<file path="src/rtl/cascade_counter_pkg.sv">
package cascade_counter_pkg;

  // Strobes from the wrap control to the counter cells.
  typedef struct packed {
    logic clr;   // force zero
    logic ld;    // take load value
    logic adv;   // count qualifier into the lowest cell
  } cnt_strobe_t;

  localparam logic [1:0] MODE_PLAIN = 2'b00;
  localparam logic [1:0] MODE_START = 2'b01;
  localparam logic [1:0] MODE_END   = 2'b10;

endpackage

</file>
<file path="src/rtl/cnt_cell.sv">
module cnt_cell #(
  parameter int CELL_W = 4
) (
  input  logic              clk,
  input  logic              clr,
  input  logic              ld,
  input  logic              cin,
  input  logic [CELL_W-1:0] d,
  output logic [CELL_W-1:0] q,
  output logic              cout
);

  // Bit i flips when the count input is active and all lower bits are one.
  logic [CELL_W-1:0] flip;

  assign flip[0] = cin;
  genvar gi;
  generate
    for (gi = 1; gi < CELL_W; gi++) begin : g_flip
      assign flip[gi] = flip[gi-1] & q[gi-1];
    end
  endgenerate

  always_ff @(posedge clk) begin
    if (clr)     q <= '0;
    else if (ld) q <= d;
    else         q <= q ^ flip;
  end

  assign cout = cin & (&q);

endmodule

</file>
<file path="src/rtl/cnt_chain.sv">
module cnt_chain
  import cascade_counter_pkg::*;
#(
  parameter int CELL_W    = 4,
  parameter int NUM_CELLS = 2,
  localparam int TOTAL_W  = CELL_W * NUM_CELLS
) (
  input  logic               clk,
  input  cnt_strobe_t        strobe,
  input  logic [TOTAL_W-1:0] ldValue,
  output logic [TOTAL_W-1:0] count,
  output logic               carryOut
);

  logic [NUM_CELLS:0] carryChain;

  assign carryChain[0] = strobe.adv;

  genvar gc;
  generate
    for (gc = 0; gc < NUM_CELLS; gc++) begin : g_cell
      cnt_cell #(.CELL_W(CELL_W)) u_cell (
        .clk  (clk),
        .clr  (strobe.clr),
        .ld   (strobe.ld),
        .cin  (carryChain[gc]),
        .d    (ldValue[gc*CELL_W +: CELL_W]),
        .q    (count[gc*CELL_W +: CELL_W]),
        .cout (carryChain[gc+1])
      );
    end
  endgenerate

  assign carryOut = carryChain[NUM_CELLS];

endmodule

</file>
<file path="src/rtl/cnt_wrap_ctrl.sv">
module cnt_wrap_ctrl
  import cascade_counter_pkg::*;
#(
  parameter int TOTAL_W = 8
) (
  input  logic               clear,
  input  logic               load,
  input  logic               enable,
  input  logic [1:0]         wrapMode,
  input  logic [TOTAL_W-1:0] loadData,
  input  logic [TOTAL_W-1:0] startVal,
  input  logic [TOTAL_W-1:0] endVal,
  input  logic [TOTAL_W-1:0] count,
  input  logic               carryOut,
  output cnt_strobe_t        strobe,
  output logic [TOTAL_W-1:0] ldValue
);

  logic startWrap;
  logic endWrap;

  // The top cell's carry marks the terminal state; it triggers the reload.
  assign startWrap = (wrapMode == MODE_START) & carryOut;
  assign endWrap   = (wrapMode == MODE_END) & enable & (count == endVal);

  always_comb begin
    strobe.adv = enable & ~clear & ~load;
    strobe.clr = clear | (~load & endWrap);
    strobe.ld  = ~clear & (load | startWrap);
    ldValue    = load ? loadData : startVal;
  end

endmodule

</file>
<file path="src/rtl/cascade_counter.sv">
module cascade_counter
  import cascade_counter_pkg::*;
#(
  parameter int CELL_W    = 4,
  parameter int NUM_CELLS = 2,
  localparam int TOTAL_W  = CELL_W * NUM_CELLS
) (
  input  logic               clk,
  input  logic               clear,
  input  logic               load,
  input  logic               enable,
  input  logic [1:0]         wrapMode,
  input  logic [TOTAL_W-1:0] loadData,
  input  logic [TOTAL_W-1:0] startVal,
  input  logic [TOTAL_W-1:0] endVal,
  output logic [TOTAL_W-1:0] count,
  output logic               carryOut
);

  cnt_strobe_t        strobe;
  logic [TOTAL_W-1:0] ldValue;

  cnt_wrap_ctrl #(.TOTAL_W(TOTAL_W)) u_ctrl (
    .clear    (clear),
    .load     (load),
    .enable   (enable),
    .wrapMode (wrapMode),
    .loadData (loadData),
    .startVal (startVal),
    .endVal   (endVal),
    .count    (count),
    .carryOut (carryOut),
    .strobe   (strobe),
    .ldValue  (ldValue)
  );

  cnt_chain #(.CELL_W(CELL_W), .NUM_CELLS(NUM_CELLS)) u_chain (
    .clk      (clk),
    .strobe   (strobe),
    .ldValue  (ldValue),
    .count    (count),
    .carryOut (carryOut)
  );

endmodule

</file>
<file path="config.mk">
export PLATFORM = sky130hd
export DESIGN_NAME = cascade_counter
export DESIGN_NICKNAME = d
export VERILOG_FILES = /design/src/rtl/cascade_counter_pkg.sv /design/src/rtl/cnt_cell.sv /design/src/rtl/cnt_chain.sv /design/src/rtl/cnt_wrap_ctrl.sv /design/src/rtl/cascade_counter.sv
export SDC_FILE = /design/constraint.sdc
export NUM_CORES = 1
export LEC_CHECK = 0
export ABC_AREA = 0
export ABC_CLOCK_PERIOD_IN_PS = 2400
export BUFFER_PORTS_ARGS = -buffer_cell sky130_fd_sc_hd__buf_2
export CAP_MARGIN = 20
export CORE_ASPECT_RATIO = 0.9
export CORE_MARGIN = 2
export CORE_UTILIZATION = 41
export CTS_CLUSTER_DIAMETER = 150
export CTS_CLUSTER_SIZE = 10
export DETAILED_ROUTE_END_ITERATION = 8
export PLACE_DENSITY = 0.78
export SLEW_MARGIN = 20
export SYNTH_ARGS = -nofsm -noshare
export SYNTH_HDL_FRONTEND = slang
export SYNTH_HIERARCHICAL = 1
export SYNTH_SLANG_ARGS = --single-unit
</file>
<file path="constraint.sdc">
create_clock -name clk -period 2.4 [get_ports clk]
set_clock_uncertainty 0.2 [all_clocks]
set_input_delay 0.24 -clock clk [delete_from_list [all_inputs] [get_ports clk]]
set_output_delay 0.24 -clock clk [all_outputs]
set_load 0.005 [all_outputs]
</file>
# Word level (Yosys, flattened, before mapping)

Index checks and enable logic that the tools add are counted.

Bits in registers: 8
Input bits: 30
Output and inout port bits: 9
Logic and storage cells: 31

Equal/unequal tests: 3
Muxes and demuxes: 3
Bitwise operators: 21
Reductions and logical operators: 2

Operators with widths:

| cell                                                | count |
|---|---|
| bitwise AND 1 bit                                   | 15 |
| equality test 8 bit                                 | 1 |
| 2-to-1 mux 4 bit                                    | 2 |
| 2-to-1 mux 8 bit                                    | 1 |
| AND reduction 4 bit                                 | 2 |
| XOR 4 bit                                           | 2 |
| equality test 2 x 1 -> 1 bit, second input constant | 1 |
| equality test 2 bit, second input constant          | 1 |
| inverter 1 bit                                      | 2 |
| OR 1 bit                                            | 2 |

# Depth between registers and ports, before layout

Gate-level depths: netlist (run 1).

Word-level depth: 9
Gate-level depth with buffers: 11
Mapped depth without buffers: 9

# Modules after synthesis

The synthesis (run 1) kept the hierarchy.

Modules (own cells, without submodules):

| module        | instances | cells an instance | area an instance (um2) | seq. area each (um2) |
|---|---|---|---|---|
| cnt_cell      | 2         | 21                | 215.2                  | 80.1 |
| cnt_wrap_ctrl | 1         | 25                | 216.5                  | 0.0 |

# Worst setup path before layout (run 1)

Ideal clock, no wire load.

Kind: input -> register
Start: in load
End: reg u_chain.g_cell[0].u_cell.q[0]
Setup time: 0.124 ns
Arrival time: 1.685 ns
Data required time: 2.076 ns
Path slack: 0.391 ns
Cell stages on the path: 11
Buffers on the path: 2
Path through: buf_2 > nor3b_1 > nand2_1 > nor2_1 > nand2_1 > nor2_1 > a31oi_1 > nor2_1 > clkbuf_2 > mux2i_1 > nor2_1

RTL lines:

| what                 | RTL line              | source |
|---|---|---|
| start, declared      | cascade_counter.sv:10 | `input logic load,` |
| end signal, assigned | cnt_cell.sv:27        | `else q <= q ^ flip;` |
| end, declared        | cnt_cell.sv:9         | `output logic [CELL_W-1:0] q,` |

==> summary.md, run 1 <==
| Metric | Value |
|---|---|
| Status | completed |
| Antenna diodes | 0 |
| Largest Register | u_chain/g_cell.u_cell/q |
| Full die area | 1910 sq um |
| Placeable Area | 1460 sq um |
| Number of synthesized flops with an enable pin | 0 |
| Routed Antenna Nets | 0 |
| I/O pins | 39 |
| CTS Buffer Depth | 2 |
| Cell variety after synth | 20 |
| Placed Area | 856 sq um |
| Fin. max-slew vios | 0 |
| Nets | 145 |
| Post-Syn Area | 647 sq um |
| Number of global-route vias before repair | 605 |
| Leak | 0.000459 uW |
| Die Wd | 45.9 um |
| Gate Count Post-Synth | 67 |
| Number of flip-flops under the largest register name | 8 |
| Pint | 256 uW |
| Min Tclk post-route | 1870 ps |
| Rows | 13 |
| Largest net degree at the start of global routing | 11 |
| Crit path launch | u_chain/g_cell[0].u_cell/q[3]$_SDFF_PP0_ |
| Worst-Skew Late Latency | 250 ps |
| Fin area | 878 sq um |
| Synth cell count leaders | nor2_1, dfxtp_1, mux2_2 |
| VDD IR max | 0.217 mV |
| GRT Total Usage | 0.169 |
| Syn. warnings | 6 |
| Overall power | 354 uW |
| Synth area leader | dfxtp_1 |
| P per Cell Area | 403 nW/um^2 |
| Max Clock Freq | 535 MHz |
| Syn Area/Cell | 9.65 sq um |
| Final TNS setup | 0 ps |
| Crit path DAT | 1800 ps |
| Synth Register Bits | 8 |
| DR vias | 598 |
| Synth top area share | 0.248 |
| Synthesis-to-layout area growth | 35.8% |
| Pre-CTS WS | 292 ps |
| Switching power | 98.3 uW |
| Count leader, synth | nor2_1 |
| Share of post-route cells with drive strength above 1 | 0.514 |
| Seq/Total Area, Yosys | 0.248 |
| CTS HTree Levels | 1 |
| Final WS setup | 532 ps |
| Proportion of power drawn by flip-flops and latches | 0.428 |
| Hold Path Class | primary input to flop |
| Top Registers | u_chain/g_cell.u_cell/q: 8 flops |
| Clock tree from TritonCTS | done |
| Initial Util | 0.442 |
| Initial antenna violation count | 0 |
| FF-to-FF path depth | 9 |
| Slew HR | 0.781 |
| Reg2reg end | u_chain/g_cell[1].u_cell/q[0]$_SDFF_PP0_ |
| PortBufs | 38 |
| Number of hold violations in the final report | 0 |
| Syn nets | 103 |
| Final setup viols | 0 |
| Half-perimeter wire length after placement | 1200 um |
| Post-CTS Setup Bufs | 0 |
| Number of vias per cell | 4.90 |
| Detailed Route WL | 1520 um |
| Chip Height | 41.7 um |
| RSZ-0062 raised after global routing | no |
| DRC violations left | 0 |
| Clock Power Share | 0.295 |
| Fin crit share | 0.778 |
| Final core occ | 0.600 |
| DR pass1 iterations | 4 |
| Total grt overflow | 0 |
| Max-cap check violation count | 0 |
| Gate power share | 0.277 |
| Clk root buf | clkbuf_4 |
| Worst reg2reg path startpoint | u_chain/g_cell[0].u_cell/q[3]$_SDFF_PP0_ |
| End of the critical path | u_chain/g_cell[1].u_cell/q[0]$_SDFF_PP0_ |
| First-pass GRT wire length | 2310 um |
| CP Capture Type | flop |
| Async SR Flop Fraction | 0 |
| Initial DRC count | 11 |
| Setup crit start kind | flop |
| CTS clk-pin slew, worst paths | 60 ps |
| Least-Margin Pin Slew | 329 ps |
| Switching share of power | 0.278 |
| Total CTS buffers | 3 |
| Slack of the worst reg-to-reg path | 530 ps |
| CTS sink cnt | 8 |
| Worst-path maximum fanout | 10 |
| CTS Hold Buffers Added | 0 |
| WL/cell | 12.5 um |
| Placer congestion estimate | 0.756 |
| Setup CP Type | flop to flop |
| Post_cts resized | 0 |
| Required @ worst endpoint | 2330 ps |
| Top FF cell, synth | dfxtp_1 |
| Ranking of synthesized cells by area | dfxtp_1, mux2_2, ha_1, xor2_1, mux2i_1 |
==> worst max-delay path, stage by stage (launching register included) <==
cell,delay [ps]
dfxtp_1,390
nand3_1,100
nor2_1,170
nand2_1,80
nor2_1,140
a31oi_1,100
nor2_1,90
buf_4,200
mux2i_1,210
nor2_1,60
==> cell usage in the layout, fill, tap and decap left out <==
cell,n
a211oi_2,2
clkbuf_4,3
nor3b_1,1
nor3_1,1
xnor2_1,3
nor4b_1,1
dfxtp_1,8
buf_2,38
mux2i_1,6
nand2_1,2
buf_4,2
nand3_1,2
nor2b_4,2
xor2_1,7
mux2_2,8
ha_1,6
a31oi_1,1
a41o_1,1
nor4_1,1
nor2_1,9
inv_1,3
==> layer usage <==
metal  part of all wire  vias up  global-route usage
li1                   -      314                   -
met1               0.43      262               0.182
met2               0.49       20               0.275
met3              0.062        2              0.0565
met4              0.013        0               0.103
met5                  0        -                   0
==> per-stage QoR <==
step | hold slack [ps] | cells
final | 159 | 122
after global routing | 177 | 122
after CTS | 145 | 122
after detailed placement | 407 | 119
after global placement | 408 | 119
after floorplan | 313 | 67
==> worst min path at each step <==
| stage | cells past startpoint | startpoint | slack [ps] | end |
|---|---|---|---|---|
| 2_1_floorplan | 3 | startVal[1] | 310 | u_chain/g_cell[0].u_cell/q[1]$_SDFF_PP0_ |
| 4_1_cts | 4 | loadData[0] | 140 | u_chain/g_cell[0].u_cell/q[0]$_SDFF_PP0_ |
| 5_1_grt | 4 | startVal[2] | 180 | u_chain/g_cell[0].u_cell/q[2]$_SDFF_PP0_ |
| 3_5_place_dp | 4 | loadData[0] | 410 | u_chain/g_cell[0].u_cell/q[0]$_SDFF_PP0_ |
| 6_report | 4 | loadData[0] | 160 | u_chain/g_cell[0].u_cell/q[0]$_SDFF_PP0_ |
| 3_3_place_gp | 4 | loadData[1] | 410 | u_chain/g_cell[0].u_cell/q[1]$_SDFF_PP0_ |
==> power by group through the flow <==
stage,registers (uW),clock network (uW),logic (uW)
after floorplan,154,0,55.0
after global placement,155,0,95.8
after detailed placement,155,0,97.6
after CTS,152,109,98.6
after global routing,153,111,108
final,151,105,98.1
==> cells by family after synthesis <==
family                     synth area share
AOI/OAI and AO/OA                    0.0638
muxes                                 0.232
adders and majority gates             0.116
buffers and inverters                0.0406
DFF                                   0.248
and+or+nand+nor                       0.164
xor gates and xnor gates              0.135
==> final cells by class <==
| type | instances | area (sq um) |
|---|---|---|
| Clock buffer | 3 | 22.5 |
| Fill cell | 120 | 586 |
| Multi-Input combinational cell | 53 | 460 |
| Inverter | 3 | 11.3 |
| Sequential cell | 8 | 160 |
| Timing Repair Buffer | 40 | 205 |
| Tap cell | 15 | 18.8 |
No activity file was read; power rests on OpenSTA's default activity.
==> run 2: changes to the inputs <==
Settings changed: ABC_CLOCK_PERIOD_IN_PS 2400 to 1620, CORE_UTILIZATION 41 to 37, PLACE_DENSITY 0.78 to 0.74.
Clock period 2.4 ns to 1.62 ns, I/O delays scaled along.
==> summary.md, run 2 (synthesis gave the netlist of run 1 again) <==
| Metric | Value |
|---|---|
| Worst-Skew Late Latency | 250 ps |
| DR vias | 689 |
| Buf/Inv on CP | 1 |
| CP peak stage delay | 350 ps |
| Fill cells | 136 |
| Clk root buf | clkbuf_4 |
| WL/cell | 12.7 um |
| Failing checks | setup timing |
| GRT Total Usage | 0.185 |
| Placer congestion estimate | 0.767 |
| Hold path startpoint | loadData[5] |
| Total CTS buffers | 3 |
| Hold Path Class | primary input to flop |
| Worst-path maximum fanout | 5 |
| Number of hold violations in the final report | 0 |
| Slowest CP cell | dfxtp_2 |
| CTS Buffer Depth | 2 |
| Crit-path cells | nand3_2 -> nor2_2 -> nand2_1 -> nor2_2 -> a31oi_1 -> nor2_1 -> buf_4 -> mux2i_1 -> nor2_1 |
| Hold_ws | 79.6 ps |
| RSZ-0062 raised after global routing | yes |
| I/O pins | 39 |
| Setup CP Type | flop to flop |
| Worst reg2reg path startpoint | u_chain/g_cell[0].u_cell/q[3]$_SDFF_PP0_ |
| DRC violations left | 0 |
| Largest net degree at the start of global routing | 11 |
| Half-perimeter wire length after placement | 1370 um |
| Initial Util | 0.389 |
| Number of vias per cell | 4.78 |
| Least-Margin Pin Slew | 249 ps |
| Fin crit share | 1.13 |
| Number of global-route vias before repair | 713 |
| Largest Register | u_chain/g_cell.u_cell/q |
| Worst Hold End | u_chain/g_cell[1].u_cell/q[1]$_SDFF_PP0_ |
| Clock tree from TritonCTS | done |
| Total grt overflow | 0 |
| Final WS setup | -208 ps |
| Full die area | 2100 sq um |
| Rows | 14 |
| CTS HTree Levels | 1 |
| DR pass1 iterations | 4 |
| Nets | 158 |
| Max-cap check violation count | 0 |
| Hold Crit Depth | 4 |
| Slack of the worst reg-to-reg path | -210 ps |
| CTS clk-pin slew, worst paths | 60 ps |
| Antenna diodes | 0 |
| Chip Height | 43.7 um |
| Routed Antenna Nets | 0 |
| Min Tclk post-route | 1830 ps |
| Number of flip-flops under the largest register name | 8 |
| Required @ worst endpoint | 1550 ps |
| P per Cell Area | 538 nW/um^2 |
| Die Wd | 48.1 um |
| Share of post-route cells with drive strength above 1 | 0.658 |
| Delay-heaviest family, CP | simple AND/OR/NAND/NOR gates |
| Initial antenna violation count | 0 |
| Leak | 0.000524 uW |
| Most common cell after layout, fill and taps aside | buf_2 |
| Detailed Route WL | 1830 um |
| Synthesis-to-layout area growth | 61.5% |
| Final setup viols | 8 |
| First-pass GRT wire length | 2760 um |
| Crit path DAT | 1760 ps |
| Placeable Area | 1660 sq um |
| Max Clock Freq | 547 MHz |
| Final TNS setup | -762 ps |
| Fin. max-slew vios | 0 |
| FF-to-FF path depth | 9 |
| Most frequent cells in the layout | buf_2, buf_4, mux2_2 |
| Status | finished, violations left |
| CP Capture Type | flop |
| Final core occ | 0.628 |
| Reg2reg end | u_chain/g_cell[1].u_cell/q[2]$_SDFF_PP0_ |
| CTS sink cnt | 8 |
| Setup crit start kind | flop |
| Slew HR | 0.832 |
| Initial DRC count | 12 |
| Top Registers | u_chain/g_cell.u_cell/q: 8 flops |
| PortBufs | 38 |
| VDD IR max | 0.292 mV |
[run 2: cell types whose count changed in the layout (fill, tap and decap cells not counted), moves of 3 or more]
cell     previous run  this run
dfxtp_1             8         4
buf_4               2        14
ha_1                6         3
dfxtp_2             0         4
[run 2: routing by layer]
metal  vias to the layer above  global-route usage  share of wire
met3                         6              0.0125          0.024
met2                        21               0.315           0.52
met1                       318               0.217           0.43
met4                         0               0.114          0.030
li1                        344                   -              -
met5                         -                   0              0
[run 2: how the worst max path moves through the flow]
stage                                                    end  cells after the start                                startpoint  slack, ps
finish              u_chain/g_cell[1].u_cell/q[2]$_SDFF_PP0_                      9  u_chain/g_cell[0].u_cell/q[3]$_SDFF_PP0_       -210
floorplan           u_chain/g_cell[0].u_cell/q[0]$_SDFF_PP0_                     11                                      load       -130
global route        u_chain/g_cell[1].u_cell/q[2]$_SDFF_PP0_                      9  u_chain/g_cell[0].u_cell/q[3]$_SDFF_PP0_       -330
CTS                 u_chain/g_cell[1].u_cell/q[2]$_SDFF_PP0_                      9  u_chain/g_cell[0].u_cell/q[2]$_SDFF_PP0_        -40
global placement    u_chain/g_cell[1].u_cell/q[3]$_SDFF_PP0_                     10                                    enable       -190
detailed placement  u_chain/g_cell[1].u_cell/q[2]$_SDFF_PP0_                     11                                     clear       -210
[run 2: tightest hold or removal path: cells and delay by family]
family,cells,cell delay [ps]
AND/OR/NAND/NOR,1,80
buffers and inverters,1,70
multiplexers,2,180
[run 2: power breakdown]
group          internal [uW]  switching [uW]
Sequential               211            12.6
Clock                   85.1            71.8
Combinational            106            75.3
Total                    402             160
[run 2: per-stage QoR]
| step | instance area, sq um | worst slack, ps | cells | power (uW) |
|---|---|---|---|---|
| 2_1_floorplan | 669 | -126 | 67 | 315 |
| 3_5_place_dp | 965 | -207 | 140 | 398 |
| 4_1_cts | 1030 | -42.4 | 144 | 562 |
| 3_3_place_gp | 965 | -191 | 140 | 394 |
| 6_report | 1040 | -208 | 144 | 562 |
| 5_1_grt | 1040 | -335 | 144 | 592 |
[run 2: final cells by class]
type / instances / area (sq um) / share of cell area
Multi-Input combinational cell: 53 / 503 / 0.481
Timing Repair Buffer: 53 / 313 / 0.299
Sequential cell: 8 / 165 / 0.158
Tap cell: 24 / 30.0 / 0.0287
Clock buffer: 3 / 22.5 / 0.0216
Inverter: 3 / 11.3 / 0.0108
[run 2: timing repair]
item | in CTS | in global routing
resized for setup | 9 | 4
cloned | 0 | 0
endpoints found under the hold margin | 0 | 0
hold buffers | 0 | 0
setup endpoints to repair | 8 | 9
buffers inserted | 1 | 2
pin swaps | 6 | 6
